$ cat src/rtl/burst_seq.sv
module burst_seq #(
  parameter int ADDR_W = 20
) (
  input  logic              clk,
  input  logic              rst_n,
  input  logic              start,
  input  logic              adv_n,
  input  logic              lin_order,
  input  logic [ADDR_W-1:0] addr_in,
  output logic [ADDR_W-1:0] addr_out
);
  localparam int UP_W = ADDR_W - 2;

  logic [UP_W-1:0] upper_q;
  logic [1:0]      base_q;
  logic [1:0]      beat_q;

  always_ff @(posedge clk or negedge rst_n) begin
    if (!rst_n) begin
      upper_q <= '0;
      base_q  <= '0;
      beat_q  <= '0;
    end else if (start) begin
      upper_q <= addr_in[ADDR_W-1:2];
      base_q  <= addr_in[1:0];
      beat_q  <= '0;
    end else if (!adv_n) begin
      beat_q  <= beat_q + 2'd1;
    end
  end

  wire [1:0] lin_low = base_q + beat_q;
  wire [1:0] ilv_low = base_q ^ beat_q;

  assign addr_out = {upper_q, lin_order ? lin_low : ilv_low};
endmodule


$ cat config.mk
export PLATFORM = sky130hd
export DESIGN_NAME = burst_seq
export DESIGN_NICKNAME = d
export VERILOG_FILES = /design/src/rtl/burst_seq.sv
export SDC_FILE = /design/constraint.sdc
export NUM_CORES = 1
export LEC_CHECK = 0
export ABC_AREA = 1
export BUFFER_PORTS_ARGS = -buffer_cell sky130_fd_sc_hd__buf_2
export CAP_MARGIN = 5
export CORE_MARGIN = 5
export CORE_UTILIZATION = 24
export DETAILED_ROUTE_END_ITERATION = 8
export PLACE_DENSITY = 0.55
export RECOVER_POWER = 100
export SLEW_MARGIN = 20
export SYNTH_ARGS = -nofsm -noshare
export SYNTH_HDL_FRONTEND = slang
export SYNTH_SLANG_ARGS = --single-unit
$ cat constraint.sdc
create_clock -name clk -period 1 [get_ports clk]
set_input_delay 0.2 -clock clk [delete_from_list [all_inputs] [get_ports clk]]
set_output_delay 0.2 -clock clk [all_outputs]
set_load 0.02 [all_outputs]
; ---- After elaboration in Yosys (flattened, before gate mapping)
; Cells that the tools add are included.
[totals]
reg_bits = 22
wordCells = 10
input_bits = 25
[op_classes]
n_bitwise = 1
n_eq_ne = 1
add_sub_neg = 2
mux = 3
[ops]
columns = cell, count
row1 = 2-bit 2-to-1 mux, 3
row2 = 2-bit by 1-bit adder with 2-bit output (second input constant), 1
row3 = 2-bit adder, 1
row4 = 2-bit inequality test (second input constant), 1
row5 = 2-bit XOR, 1

; ---- Depth between registers and ports, before layout
; Gate-level depths: netlist of the first run.
[logic_depth]
word_depth = 3
ltp_mapped = 6

; ---- Worst setup path before layout of the first run
; Ideal clock, no wire load.
[synth_timing]
path_type = reg2out
from = register base_q[0]
to = output addr_out[1]
setup_slack_ps = -92
path_buffers = 0
arrival_ps = 892
stages_incl_launch_ff = 7
cell_sequence = dfrtp_1 > ha_1 > nand2_1 > inv_1 > nand3_1 > nand2_1 > inv_1
[synth_via]
elab_chain_cells = 2
[synth_lines]
columns = element, line
row1 = "start, declared", 15  ; logic [1:0] base_q;
row2 = "start signal, assigned", 25  ; base_q <= addr_in[1:0];
row3 = 2-bit adder, 32  ; wire [1:0] lin_low = base_q + beat_q;
row4 = 2-bit 2-to-1 mux, 35  ; assign addr_out = {upper_q, lin_order ? lin_low : ilv_low};
row5 = "end, declared", 10  ; output logic [ADDR_W-1:0] addr_out
; Every way passes these cells.

; ---- Worst setup path after layout of the first run
; Ends and elaborated chain as after synthesis.

==> results of run 1 <==
## registers in the layout, indices dropped and copies added, names as in the netlist
signal	count
beat_q	2
base_q	2
upper_q	18
## cells by family after synthesis
logic type      Yosys count  synth area share
simple gates             71             0.295
buf+inv                  11            0.0700
fa+ha+maj                 1            0.0137
flops                    22             0.604
compound gates            3            0.0165
## area by class of cell
cell class	count	area (um2)	share of cell area
Inverter	6	22.5	0.0158
Tap cell	48	60.1	0.0421
Timing Repair Buffer	56	438	0.307
Sequential cell	22	551	0.386
Multi-Input combinational cell	75	302	0.211
Clock buffer	4	55.1	0.0386
## worst paths after layout
path                              from     endpoint  slack, ns  depth (start not counted)
max                          base_q[0]  addr_out[1]      -0.39                          7
min                              adv_n    beat_q[0]       0.13                          2
max reg2reg                  beat_q[0]    beat_q[1]       0.10                          6
min reg2reg                upper_q[12]  upper_q[12]       0.50                          2
max in group asynchronous        rst_n   upper_q[7]       0.19                          2
min in group asynchronous        rst_n  upper_q[12]       0.46                          2
## layer usage
layer / vias up / share of wire
li1: 429 / -
met1: 381 / 0.41
met2: 17 / 0.54
met3: 4 / 0.032
met4: 0 / 0.017
met5: - / 0
## power by group through the flow
stage	combinational, mW	sequential (mW)	clock [mW]
3_5_place_dp	0.394	1.03	0
5_1_grt	0.574	1.03	0.670
2_1_floorplan	0.158	1.11	0
3_3_place_gp	0.388	1.02	0
6_report	0.525	1.02	0.628
4_1_cts	0.529	1.02	0.646
## worst max-delay path, cell delays in order, from the launching register on
cell and delay, ns:
dfrtp_1 0.38, ha_2 0.19, nand2_2 0.06, inv_1 0.04, nand3_1 0.05, nand2_1 0.06, inv_2 0.05, buf_6 0.10
## timing repair
item / CTS / global route
buffers inserted: 7 / 1
gates resized for setup: 40 / 2
pin swaps: 2 / 2
hold endpoints to repair: 22 / 0
hold buffers: 1 / 0
endpoints found under the setup margin: 20 / 21
## metrics by stage
stage                     setup TNS, ns  hold slack [ns]
after floorplan                 -0.0254          -0.0956
after global placement           -0.149            0.186
after detailed placement         -0.188            0.185
after CTS                        -0.739            0.124
after global routing              -1.11            0.147
final                            -0.679            0.127
## layout by cell type (no fill, tap or decap)
cell	synthesis	routed
inv_2	1	2
nand2_1	66	65
clkbuf_8	0	4
nor2_1	3	3
clkbuf_2	0	1
ha_2	0	1
buf_4	2	4
dfrtp_1	22	22
o21ai_0	2	2
nand2_2	0	1
clkbuf_4	0	7
buf_6	2	20
inv_1	5	4
nand3_1	2	2
a21oi_1	1	1
dlygate4sd3_1	0	1
buf_2	0	23
==> flow_summary_export.csv, run 1 <==
group,metric,value,unit
outcome,status,"complete, but fails checks",
outcome,failed_checks,"negative setup slack",
setup_path,required,0.80,ns
final_layout,area_growth,56.7,%
yosys,syn-num-nets,134,
clock_tree,cts_buffers,3,
floorplanning,dieArea,5130,um2
global_routing,antenna_found_initial,0,
route,drtIter0Drc,15,
placement,port_buffers,44,
global_routing,grt_pass1_vias,854,
global_routing,grt.busiest_layer,"met2",
clock_tree,clkTransAtPathRegs,0.08,ns
sta,slew_headroom,0.640,
yosys,postSynthAreaPerCell,8.43,um2
global_routing,use_met2,0.161,
yosys,synthTopCellsByCount,"nand2_1, dfrtp_1, inv_1",
global_routing,overflow,0,
placement,dp_cells,198,
global_routing,grt_first_pass_wirelength,3640,um
min_path,holdCritPathClass,"input port to register",
yosys,syn_area,911,um2
sta,max_freq,720,MHz
sta,fin_skew,0.0000134,ns
clock_tree,worstSkewPairLatency,0.26,ns
global_routing,grtUsageTotal,0.0891,
sta,layout_min_cycle_time,1.39,ns
yosys,synth_edf_count,0,
pwr,p_int,1.58,mW
clock_tree,cts_max_level,1,
final_layout,layout.cells.non_filler,211,
pwr,power_density,1520,nW/um2
setup_path,end_kind,"primary output",
final_layout,num_antenna_cells,0,
global_routing,grtUsageMet1,0.0964,
floorplanning,rows,22,
pwr,vdd_drop_max,0.455,mV
route,ant_nets,0,
floorplanning,die_y,71.6,um
run,cap_violations,0,
pwr,switching_share,0.273,
global_routing,grt_max_degree,23,
floorplanning,start_util,0.249,
final_layout,nets,190,
pwr,total_power,2.18,mW
pwr,power_frac_seq,0.470,
clock_tree,clock_tree.buffer_depth,2,
yosys,synth.top_cell.area_share,0.604,
placement,dp_hpwl,1670,um
placement,place_area,1170,um2
final_layout,final.fill_count,387,
setup_path,path_max_fanout,2,
yosys,synth_most_common_cell,"nand2_1",
sta,rsz0062_at_grt,"true",
yosys,synth_seq_area_share,0.604,
floorplanning,io_pins,45,
yosys,ys_seq_elements,22,
clock_tree,cts_tree,"yes",
pwr,combPwrFrac,0.241,
route,routed_wl,2300,um
yosys,synth.area.top_cells,"dfrtp_1, nand2_1, buf_6",
yosys,ys_warn_count,0,
pwr,leakagePower,0.805,nW
sta,final_hold_viol_count,0,
sta,setup_violations,3,
yosys,ys.flop_type,"dfrtp_1",
yosys,synth_top_area_cell,"dfrtp_1",
route,drc,0,
placement,place_ws,-0.159,ns
route,drtPass1Iterations,2,
pwr,power_frac_clock,0.289,
setup_path,crit_type,"register to primary output",
final_layout,finalInstanceArea,1430,um2
floorplanning,die_x,71.6,um
yosys,ys_types,12,
floorplanning,core-area,3660,um2
final_layout,layout-drive-gt1-share,0.387,
sta,worst_slack,-0.389,ns
sta,fin_crit_sh,1.39,
clock_tree,clock_sinks,22,
route,via_per_inst,3.94,
route,wl_per_cell,10.9,um
setup_path,critPathLaunchType,"register",
final_layout,fin_util,0.390,
route,num_vias,831,
global_routing,grt_use_met3,0.0182,
setup_path,worst_ep_arrival_time,1.19,ns
clock_tree,cts_root_buffer,"clkbuf_8",
sta,tightest_slew,0.540,ns
yosys,synthArstFlopShare,1.00,
yosys,netlist_instances,108,
sta,drv_slew,0,
placement,place_congestion,0.743,
pwr,p_sw,0.594,mW
Power figures use the tool's default switching activity.
==> run 2: changes to the inputs <==
--- a/config.mk
+++ b/config.mk
@@ -5,14 +5,13 @@
 export SDC_FILE = /design/constraint.sdc
 export NUM_CORES = 1
 export LEC_CHECK = 0
-export ABC_AREA = 1
 export BUFFER_PORTS_ARGS = -buffer_cell sky130_fd_sc_hd__buf_2
-export CAP_MARGIN = 5
 export CORE_MARGIN = 5
 export CORE_UTILIZATION = 24
 export DETAILED_ROUTE_END_ITERATION = 8
-export PLACE_DENSITY = 0.55
+export PLACE_DENSITY = 0.56
 export RECOVER_POWER = 100
+export SETUP_SLACK_MARGIN = 0.5
 export SLEW_MARGIN = 20
 export SYNTH_ARGS = -nofsm -noshare
 export SYNTH_HDL_FRONTEND = slang
==> flow_summary_export.csv, run 2 <==
group,metric,value,unit
outcome,status,"complete, but fails checks",
outcome,failed_checks,"negative hold slack, negative setup slack",
sta,worst_slack,-0.442,ns
floorplanning,rows,21,
sta,drv_slew,0,
route,ant_nets,0,
route,dr.max_layer_used,"met4",
min_path,holdCritPathClass,"input port to asynchronous set/reset pin",
floorplanning,die_x,70.1,um
final_layout,layout-drive-gt1-share,0.926,
final_layout,layout_common_cells,"buf_2, buf_6, dfrtp_2",
yosys,synthArstFlopShare,1.00,
final_layout,num_antenna_cells,0,
yosys,synth_seq_area_share,0.636,
clock_tree,clkTransAtPathRegs,0.12,ns
setup_path,critPathLaunchType,"register",
global_routing,overflow,0,
global_routing,grt_first_pass_wirelength,3340,um
route,via_per_inst,3.96,
yosys,ys_warn_count,0,
sta,rsz0062_at_grt,"true",
clock_tree,cts_max_level,1,
yosys,synth_edf_count,0,
pwr,leakagePower,0.682,nW
route,drt-met1-wl,745,um
pwr,power_density,1570,nW/um2
yosys,ys_seq_elements,22,
route,drc,0,
sta,final_hold_viol_count,22,
sta,layout_min_cycle_time,1.44,ns
setup_path,required,0.80,ns
floorplanning,core-area,3420,um2
clock_tree,worstSkewPairLatency,0.29,ns
yosys,ys.flop_type,"dfrtp_1",
global_routing,antenna_found_initial,0,
final_layout,final.fill_count,328,
sta,fin_setup_tns,-1.79,ns
final_layout,largest_reg_flops,18,
sta,fin_skew,0.000869,ns
sta,fin_crit_sh,1.44,
route,route.met3.wl,100,um
clock_tree,cts_root_buffer,"clkbuf_4",
floorplanning,die_y,70.1,um
route,drtPass1Iterations,3,
clock_tree,clock_sinks,22,
route,num_vias,610,
placement,port_buffers,44,
sta,holdWs,-0.136,ns
clock_tree,cts_buffers,3,
sta,slew_headroom,0.638,
floorplanning,dieArea,4910,um2
sta,max_freq,693,MHz
setup_path,crit_type,"register to primary output",
setup_path,path_max_fanout,2,
final_layout,area_growth,72.1,%
route,wl_met2,1080,um
yosys,synth.top_cell.area_share,0.636,
yosys,synthTopCellsByCount,"dfrtp_1, mux2_2, buf_6, nor2b_1, xnor2_1",
yosys,synth_top_area_cell,"dfrtp_1",
yosys,syn-num-nets,80,
global_routing,grtUsageTotal,0.0859,
yosys,ys_types,11,
setup_path,end_kind,"primary output",
yosys,syn_area,866,um2
yosys,postSynthAreaPerCell,16.0,um2
global_routing,grt_max_degree,23,
clock_tree,cts_tree,"yes",
floorplanning,io_pins,45,
floorplanning,start_util,0.253,
global_routing,grt_pass1_vias,748,
yosys,synth.area.top_cells,"dfrtp_1, mux2_2, buf_6",
pwr,vdd_drop_max,0.832,mV
clock_tree,clock_tree.buffer_depth,2,
yosys,netlist_instances,54,
placement,place_area,1210,um2
run,cap_violations,0,
sta,setup_violations,22,
final_layout,finalInstanceArea,1490,um2
route,drtIter0Drc,7,
route,routed_wl,1950,um
placement,place_congestion,0.723,
final_layout,largest-register,"upper_q",
final_layout,nets,135,
setup_path,worst_ep_arrival_time,1.24,ns
placement,dp_hpwl,1400,um
final_layout,reg_top3,"upper_q (18), base_q (2), beat_q (2)",
yosys,synth_most_common_cell,"dfrtp_1",
sta,tightest_slew,0.543,ns
route,wl_per_cell,12.7,um
[run 2: cell count changes in the layout (fill, tap and decap cells not counted), sizes merged, moves of 2 or more]
cell,change
mux2,+20
o21ai,-2
nor2b,+2
nor2,-2
nand2,-65
clkbuf,-5
inv,-6
buf,+2
nand3,-2
xnor2,+2
[run 2: what timing repair did]
item | CTS | global route
setup endpoints to repair | 42 | 42
resized for setup | 50 | 6
pin swaps | 2 | 1
buffers inserted | 2 | 4
endpoints found under the hold margin | 22 | 22
[run 2: area by class of cell]
type	instances	area, um2	area share
flip-flops and latches	22	573	0.385
clock buffers	3	22.5	0.0151
multi-input cells	29	370	0.249
well taps	46	57.6	0.0386
clock inverters	1	30.0	0.0202
repair buffers	53	437	0.293
[run 2: per-stage QoR]
stage | utilization | setup slack, ns | instances | total power, mW
3_5_place_dp | 0.356 | -0.166 | 144 | 1.52
3_3_place_gp | 0.356 | -0.150 | 144 | 1.51
5_1_grt | 0.436 | -0.511 | 154 | 2.46
2_1_floorplan | - | -0.00619 | 54 | 1.34
6_report | 0.436 | -0.442 | 154 | 2.35
4_1_cts | 0.426 | -0.471 | 150 | 2.37
[run 2: routing by layer]
layer	vias to the layer above	global-route usage
met2	21	0.165
met4	0	0.0383
met1	295	0.0856
li1	292	-
met5	-	0
met3	2	0.0215
[run 2: path summary, 6_finish.rpt]
kind / slack (ns) / cells past startpoint / endpoint / start
max: -0.44 / 3 / addr_out[1] / base_q[1]
min in group clk: 0.11 / 2 / upper_q[17] / addr_in[19]
max reg2reg: -0.09 / 5 / beat_q[1] / beat_q[0]
min: -0.14 / 1 / upper_q[13] / rst_n
min reg2reg: 0.52 / 1 / upper_q[17] / upper_q[17]
max in group asynchronous: 0.75 / 1 / upper_q[1] / rst_n
[run 2: power by group]
group | switching [mW] | leakage [nW] | internal [mW]
Combinational | 0.260 | 0.412 | 0.373
Clock | 0.253 | 0.0279 | 0.404
Sequential | 0.0663 | 0.242 | 0.989
[run 2: kinds of logic (layout without fill, tap and decap cells)]
group	count (synthesis)	after routing	synth area share
buffers and inverters	3	57	0.0303
adders and majority gates	1	1	0.0144
muxes	20	20	0.260
DFF	22	22	0.636
xor gates and xnor gates	3	3	0.0304
and+or+nand+nor	5	5	0.0289
[run 2: critical path, stage by stage, from the launching register on]
cell and delay, ns:
dfrtp_1 0.42, xor2_2 0.26, xnor2_4 0.14, buf_6 0.13
